<file path="src/rtl/edge_port_pkg.sv">
package edge_port_pkg;
  localparam int ADDR_W = 2;

  typedef enum logic [ADDR_W-1:0] {
    REG_LEVEL = 2'd0,
    REG_DIR   = 2'd1,
    REG_EDGE  = 2'd2,
    REG_NONE  = 2'd3
  } reg_sel_e;
endpackage

</file>
<file path="src/rtl/edge_port_sync.sv">
module edge_port_sync #(
  parameter int WIDTH  = 8,
  parameter int STAGES = 2
) (
  input  logic             clk,
  input  logic             rst_n,
  input  logic [WIDTH-1:0] din,
  output logic [WIDTH-1:0] dout
);
  logic [WIDTH-1:0] stage_q [STAGES];

  for (genvar g = 0; g < STAGES; g++) begin : g_stage
    logic [WIDTH-1:0] stage_d;
    if (g == 0) begin : g_first
      assign stage_d = din;
    end else begin : g_rest
      assign stage_d = stage_q[g-1];
    end
    always_ff @(posedge clk or negedge rst_n) begin
      if (!rst_n) stage_q[g] <= '0;
      else        stage_q[g] <= stage_d;
    end
  end

  assign dout = stage_q[STAGES-1];
endmodule

</file>
<file path="src/rtl/edge_port_detect.sv">
module edge_port_detect #(
  parameter int WIDTH = 8
) (
  input  logic             clk,
  input  logic             rst_n,
  input  logic [WIDTH-1:0] lvl,
  input  logic [WIDTH-1:0] edge_sel,
  output logic [WIDTH-1:0] irq
);
  logic [WIDTH-1:0] prev_q;
  logic [WIDTH-1:0] prev_d;

  always_comb prev_d = lvl;

  always_ff @(posedge clk or negedge rst_n) begin
    if (!rst_n) prev_q <= '0;
    else        prev_q <= prev_d;
  end

  for (genvar g = 0; g < WIDTH; g++) begin : g_line
    logic rise, fall;
    assign rise   = lvl[g] & ~prev_q[g];
    assign fall   = ~lvl[g] & prev_q[g];
    assign irq[g] = edge_sel[g] ? rise : fall;
  end
endmodule

</file>
<file path="src/rtl/edge_port_regs.sv">
module edge_port_regs
  import edge_port_pkg::*;
#(
  parameter int WIDTH = 8
) (
  input  logic              clk,
  input  logic              rst_n,
  input  logic              we,
  input  logic [ADDR_W-1:0] addr,
  input  logic [WIDTH-1:0]  wdata,
  input  logic [WIDTH-1:0]  lvl,
  output logic [WIDTH-1:0]  rdata,
  output logic [WIDTH-1:0]  data_q,
  output logic [WIDTH-1:0]  dir_q,
  output logic [WIDTH-1:0]  edge_q
);
  logic [WIDTH-1:0] data_d, dir_d, edge_d;
  logic data_en, dir_en, edge_en;

  always_comb begin
    data_en = we && (addr == REG_LEVEL);
    dir_en  = we && (addr == REG_DIR);
    edge_en = we && (addr == REG_EDGE);
    data_d  = data_en ? wdata : data_q;
    dir_d   = dir_en  ? wdata : dir_q;
    edge_d  = edge_en ? wdata : edge_q;
  end

  always_ff @(posedge clk or negedge rst_n) begin
    if (!rst_n) begin
      data_q <= '0;
      dir_q  <= '0;
      edge_q <= '0;
    end else begin
      data_q <= data_d;
      dir_q  <= dir_d;
      edge_q <= edge_d;
    end
  end

  always_comb begin
    case (reg_sel_e'(addr))
      REG_LEVEL: rdata = lvl;
      REG_DIR:   rdata = dir_q;
      REG_EDGE:  rdata = edge_q;
      default:   rdata = '0;
    endcase
  end
endmodule

</file>
<file path="src/rtl/edge_port_pins.sv">
module edge_port_pins #(
  parameter int WIDTH = 8
) (
  input  logic [WIDTH-1:0] dir,
  input  logic [WIDTH-1:0] data,
  input  logic             dma_mode,
  input  logic             rx_full,
  input  logic             tx_empty,
  output logic [WIDTH-1:0] pin_out,
  output logic [WIDTH-1:0] pin_oe
);
  for (genvar g = 0; g < WIDTH; g++) begin : g_pin
    logic flag;
    if (g == 0) begin : g_rx
      assign flag = rx_full;
    end else if (g == 1) begin : g_tx
      assign flag = tx_empty;
    end else begin : g_plain
      assign flag = 1'b0;
    end

    if (g < 2) begin : g_shared
      assign pin_oe[g]  = dma_mode | dir[g];
      assign pin_out[g] = dma_mode ? flag : (dir[g] & data[g]);
    end else begin : g_own
      assign pin_oe[g]  = dir[g];
      assign pin_out[g] = dir[g] & data[g] & ~flag;
    end
  end
endmodule

</file>
<file path="src/rtl/edge_port.sv">
module edge_port
  import edge_port_pkg::*;
#(
  parameter int WIDTH       = 8,
  parameter int SYNC_STAGES = 2
) (
  input  logic              clk,
  input  logic              rst_n,
  input  logic              cpu_we,
  input  logic [ADDR_W-1:0] cpu_addr,
  input  logic [WIDTH-1:0]  cpu_wdata,
  output logic [WIDTH-1:0]  cpu_rdata,
  input  logic [WIDTH-1:0]  pin_in,
  output logic [WIDTH-1:0]  pin_out,
  output logic [WIDTH-1:0]  pin_oe,
  input  logic              dma_mode,
  input  logic              rx_full,
  input  logic              tx_empty,
  output logic [WIDTH-1:0]  irq_pulse
);
  logic [WIDTH-1:0] sync_lvl;
  logic [WIDTH-1:0] data_q, dir_q, edge_q;

  edge_port_sync #(.WIDTH(WIDTH), .STAGES(SYNC_STAGES)) u_sync (
    .clk (clk), .rst_n (rst_n), .din (pin_in), .dout (sync_lvl)
  );

  edge_port_regs #(.WIDTH(WIDTH)) u_regs (
    .clk (clk), .rst_n (rst_n), .we (cpu_we), .addr (cpu_addr),
    .wdata (cpu_wdata), .lvl (sync_lvl), .rdata (cpu_rdata),
    .data_q (data_q), .dir_q (dir_q), .edge_q (edge_q)
  );

  edge_port_detect #(.WIDTH(WIDTH)) u_detect (
    .clk (clk), .rst_n (rst_n), .lvl (sync_lvl), .edge_sel (edge_q),
    .irq (irq_pulse)
  );

  edge_port_pins #(.WIDTH(WIDTH)) u_pins (
    .dir (dir_q), .data (data_q), .dma_mode (dma_mode),
    .rx_full (rx_full), .tx_empty (tx_empty),
    .pin_out (pin_out), .pin_oe (pin_oe)
  );
endmodule

</file>
<file path="config.mk">
export PLATFORM = sky130hd
export DESIGN_NAME = edge_port
export DESIGN_NICKNAME = d
export VERILOG_FILES = /design/src/rtl/edge_port_pkg.sv /design/src/rtl/edge_port_sync.sv /design/src/rtl/edge_port_detect.sv /design/src/rtl/edge_port_regs.sv /design/src/rtl/edge_port_pins.sv /design/src/rtl/edge_port.sv
export SDC_FILE = /design/constraint.sdc
export NUM_CORES = 1
export LEC_CHECK = 0
export ABC_CLOCK_PERIOD_IN_PS = 1150
export BUFFER_PORTS_ARGS = -buffer_cell sky130_fd_sc_hd__clkbuf_2
export CORE_MARGIN = 1.5
export CORE_UTILIZATION = 55
export DETAILED_ROUTE_END_ITERATION = 8
export PLACE_DENSITY_LB_ADDON = 0.05
export SLEW_MARGIN = 20
export SYNTH_ARGS = -nofsm -noshare
export SYNTH_HDL_FRONTEND = slang
export SYNTH_HIERARCHICAL = 1
export SYNTH_SLANG_ARGS = --single-unit
</file>
<file path="constraint.sdc">
create_clock -name clk -period 1.15 [get_ports clk]
set_input_delay 0.0575 -clock clk [delete_from_list [all_inputs] [get_ports clk]]
set_output_delay 0.0575 -clock clk [all_outputs]
set_load 0.005 [all_outputs]
</file>
# Word level (Yosys, flattened, before mapping)
# Index checks and enable logic that the tools add are counted.
totals:
  out_inout_bits: 32
  register_bits: 48
  inputBits: 24
  elab_cells: 65
op_classes:
  mux: 11
  eq_ne: 2
  n_bitwise: 42
  reduce_logical: 4
op_table:
  columns: ["cell", "n"]
  rows:
  - ["bitwise AND 1 bit", 24]
  - ["case mux 8 bit (3 select lines)", 1]
  - ["NOT 1 bit", 16]
  - ["two-way mux 1 bit", 10]
  - ["logical AND 1 bit", 3]
  - ["== test 2 x 1 -> 1 bit, second input constant", 1]
  - ["== test 2 bit, second input constant", 1]
  - ["zero test 2 bit", 1]
  - ["OR 1 bit", 2]

# Logic depth before layout (Yosys ltp)
depth:
  depth_word: 3
  mapped_depth: 4
  depth_no_buf: 2

# By module
# Netlist, hierarchy kept.
modules_own_cells:
  columns: ["module", "instances", "seq_area_each_um2", "cells_per_inst", "area_per_inst_um2"]
  rows:
  - ["edge_port_regs", 1, 600.6, 71, 1092.3]
  - ["edge_port_sync", 1, 400.4, 16, 400.4]
  - ["edge_port_detect", 1, 200.2, 32, 376.6]
  - ["edge_port_pins", 1, 0.0, 20, 120.1]

# Worst setup path before layout
# Ideal clock, no wire load.
synth_path:
  path_kind: "input to register"
  start: "input cpu_addr[0]"
  end: "register u_regs.data_q[0]"
  required_time_ps: 1025
  setup_ps: 125
  arrival_time_ps: 755
  setup_slack_ps: 270
  cell_stages: 2
  n_path_buf: 0
  cell_sequence: "nor3b_4 > mux2_2"
synth_via:
  elab_chain_len: 2
synth_rtl:
  columns: ["element", "line_no", "rtl"]
  rows:
  - ["start, declared", "edge_port.sv:10", "input logic [ADDR_W-1:0] cpu_addr,"]
  - ["zero test 2 bit", "edge_port_regs.sv:21", "data_en = we && (addr == REG_LEVEL);"]
  - ["logical AND 1 bit", "edge_port_regs.sv:21", null]
  - ["end signal, assigned", "edge_port_regs.sv:35", "data_q <= data_d;"]
  - ["end, declared", "edge_port_regs.sv:13", "output logic [WIDTH-1:0] data_q,"]
# Every way passes these cells.
# A chain may end at the register's enable or synchronous reset.

# Final worst setup path
layout_path:
  start: "register u_sync.stage_q, in the netlist u_sync/dout[2]"
  end: "output irq_pulse[2]"
layout_via:
  elab_chain_len: 3
layout_rtl:
  columns: ["element", "line_no", "rtl"]
  rows:
  - ["start, declared", "edge_port_sync.sv:10", "logic [WIDTH-1:0] stage_q [STAGES];"]
  - ["start signal, assigned by index", "edge_port_sync.sv:21", "else stage_q[g] <= stage_d;"]
  - ["NOT 1 bit", "edge_port_detect.sv:23", "assign fall = ~lvl[g] & prev_q[g];"]
  - ["bitwise AND 1 bit", "edge_port_detect.sv:23", null]
  - ["two-way mux 1 bit *", "edge_port_detect.sv:24", "assign irq[g] = edge_sel[g] ? rise : fall;"]
  - ["end, declared", "edge_port.sv:19", "output logic [WIDTH-1:0] irq_pulse"]
# Mark *: on every way between the ends. The rest lies on a longest branch, timed or not.

==> run summary <==
After synthesis, the cell types taking the most area are dfrtp_1 (60%), mux2_2 (14%), o22ai_2 (4.4%). After the last flow step, the layout net total stands at 248. For this design, the slowest cell found on the critical path is dfrtp_1.

The data required time at the worst endpoint came out at 1.09 ns. The die outline area is 0.00399 mm2. In this run the worst hold path is classified as input port to asynchronous set/reset pin. The first global-routing pass estimated 6.79 mm of wire.

The area fraction in compound gates after synthesis came out at 8.68%. The number of top-level design ports came out at 56. The simple logic cell fraction of the synthesized area is 9.87%.

Clock skew on the completed layout was measured at 0.00470 ns. The net count after synthesis came out at 163. The area of the placeable core came out at 0.00342 mm2. Detailed routing inserted a total of 1397 vias. TritonCTS built the clock tree. The biggest area consumer among synthesized cells is dfrtp_1. The number of placement rows is 21. The run finished, with violations left. The share of the synthesized area in the top cell type is 60.4%. The kind of cell with the highest combined delay along the critical path is flip-flops.

Input and output buffers added on the ports amount to 55. The worst path buffer plus inverter count is 1. The leakage power is 0.00131 uW.

The number of antenna diodes in the final layout is 0. In this run the remaining antenna-violating nets after routing total 0. The total design power came out at 3650 uW.

Setup violations remaining at the end of the flow were counted as 18. The y dimension of the die came out at 63.1 um. The final setup slack of the worst path came out at -0.127 ns. At the pin with the least slew margin, the transition time is 0.314 ns.

The layout filler cell count came out at 242. The final reports fail on negative setup slack. The detailed router finished its first iteration with 35 violations.

The routability congestion estimate came out at 0.782. The tightest slew margin relative to the limit is 78.9%. The number of endpoints with negative hold slack in the final report came to 0. Of the total synthesized cell area, the portion taken by XOR and XNOR cells is 0%. The largest stage delay on the critical path came out at 0.43 ns. The routed design has 3.99 mm of wire. The total overflow left after global routing is 0. The critical path is of the flop to output port type. For this run, design rule violations remaining after detail routing come to 0. The maximum count of clock buffers along a single path came out at 2.

The number of buffers added by the clock tree synthesis step is 5. The post-DP HPWL is 2.64 mm. Global routing used 22.4% of the available tracks across all layers. Of the available clock period, the critical path in the final layout requires 111%. The power density over the cells is 1370 mW/mm2. The routed wirelength normalized by instance count is 14.7 um. After clock tree synthesis, the clock-pin slew on the worst setup and hold paths is 0.13 ns. The sequential share of the synthesized area is 60.4%. The average size of a mapped cell is 14.3 um2. STA classifies the critical path startpoint as a flop. Setup repair after global routing could not meet its margin everywhere. Yosys printed 6 warnings.

The share of synthesized area spent on multiplexers came out at 17.6%. The netlist uses 18 different library cells. The worst hold margin is 0.238 ns.

The via count of the first global-routing pass came to 1430. The initial antenna violation count was 0. Across the run, the number of max-cap violations was 0. The arrival time at the worst endpoint is 1.22 ns. The fraction of layout cells with a size suffix above 1 came out at 54.2%.

Clock latency on the worst-skew pair, taken at its later pin, is 0.35 ns. The largest family of logic cells by synthesized area is multiplexers. The synthesized flop and latch total came out at 48. In this run the worst path has a maximum fanout of 4. The count of final max-slew check failures is 0. The area growth from synthesis to layout is 34.5%. The tree is rooted in a clkbuf_4. The routed design could run at a clock period as short as 1.28 ns. The synthesized instance count came out at 139. Traced cell by cell, the critical path runs through nand2b_4 -> o22ai_2 -> clkbuf_2. The number of H-tree levels is 2. The number of clock sinks seen by CTS is 48. The via density per instance is 5.15. The initial cell density of the core is 58.2%.

Timing would allow up to 783 MHz. The worst setup path is captured at an output port. Measured on the finished design, the core utilization comes to 78.3%. The area share of fa/ha/maj cells after synthesis is 0%. The largest voltage drop on the vdd net is 0.000883 V. Before antenna repair, the detailed router went through 4 iterations. The overall die width came out at 63.1 um.

Entering global routing, the biggest net connects 49 pins. The post-synth design cell area came out at 0.00199 mm2.
[metal layers]
metal | GRT usage, % | wire length (um) | up-vias
met2 | 37.4 | 2010 | 47
met1 | 28.0 | 1730 | 685
met5 | 0 | 0 | -
met4 | 8.33 | 52 | 0
met3 | 5.89 | 198 | 8
li1 | - | - | 657
[synthesized netlist by cell type]
cell type and n:
nand3b_2 2, nor2b_1 1, mux2i_1 8, nand2_1 11
o22ai_2 7, o21ai_0 2, nor3b_4 1, and2_1 6
buf_4 7, buf_2 1, nand2b_1 8, mux2_2 24
o21ai_1 1, nand3b_1 1, or2_1 2, buf_6 1
dfrtp_1 48, o2bb2ai_1 8
[flip-flops by register name, indices dropped and copies added (netlist names)]
signal                  flops
u_regs/edge_q               8
u_sync/dout                 8
u_regs/dir_q                8
u_detect/prev_q             8
u_regs/data_q               8
u_sync/g_stage.stage_d      8
[path summary, 6_finish.rpt]
kind,startpoint,endpoint,slack (ns),cells after the start
min in group clk,cpu_we,u_regs/edge_q[2],0.29,3
hold reg to reg,u_sync/g_stage[1].stage_d[5],u_sync/dout[5],0.36,0
hold / removal,rst_n,u_regs/edge_q[4],0.24,3
setup / recovery,u_sync/dout[2],irq_pulse[2],-0.13,3
max in group asynchronous,rst_n,u_regs/dir_q[2],0.71,3
setup reg to reg,u_regs/edge_q[4],u_regs/edge_q[4],0.21,2
[cell usage in the layout, fill, tap and decap left out, types with 2 or more instances in the layout]
master	instances
o2bb2ai_1	8
clkbuf_2	45
buf_4	14
nand3b_2	2
and2_1	4
o22ai_2	7
clkinv_2	2
nand2b_4	8
mux2i_1	8
dfrtp_1	48
dlygate4sd3_1	17
mux2_2	24
and2_4	2
o21ai_1	3
nand2_1	11
clkbuf_4	5
or2_1	2
buf_2	10
[stage by stage]
stage | setup slack, ns | setup TNS (ns) | cells | cell area [um2]
3_5_place_dp | 0.0398 | 0 | 240 | 2330
5_1_grt | -0.183 | -2.60 | 271 | 2680
3_3_place_gp | 0.0754 | 0 | 240 | 2330
2_1_floorplan | 0.270 | 0 | 139 | 1990
4_1_cts | -0.131 | -1.50 | 267 | 2640
6_report | -0.127 | -1.21 | 271 | 2680
[area by class of cell]
type / instances / area [um2] / share of cell area [%]
clock inverter: 2 / 10.0 / 0.374
tap: 46 / 57.6 / 2.15
sequential: 48 / 1200 / 44.9
timing repair buffer: 87 / 571 / 21.3
clock buffer: 6 / 51.3 / 1.92
multi-input combinational: 82 / 785 / 29.3
[cells by family after synthesis]
kind of cell | Yosys count
AND/OR/NAND/NOR | 32
AO/OA/AOI/OAI | 18
flip-flops | 48
buffers and inverters | 9
multiplexers | 32
[worst min-delay path: cells and delay by family]
| family | cells | cell delay [ns] |
|---|---|---|
| buffers and inverters | 3 | 0.92 |
[power by group]
group / total [uW] / switching [uW] / internal [uW]
sequential: 2060 / 175 / 1890
combinational: 806 / 305 / 501
clock: 780 / 489 / 291
[timing repair]
action | 4_1_cts | 5_1_grt
pin swaps | 9 | 5
hold buffers | 17 | 0
cloned | 0 | 0
setup buffers | 2 | 4
setup endpoints to repair | 20 | 26
endpoints found under the hold margin | 80 | 0
gates resized for setup | 10 | 12
No activity file was read; power rests on OpenSTA's default activity.
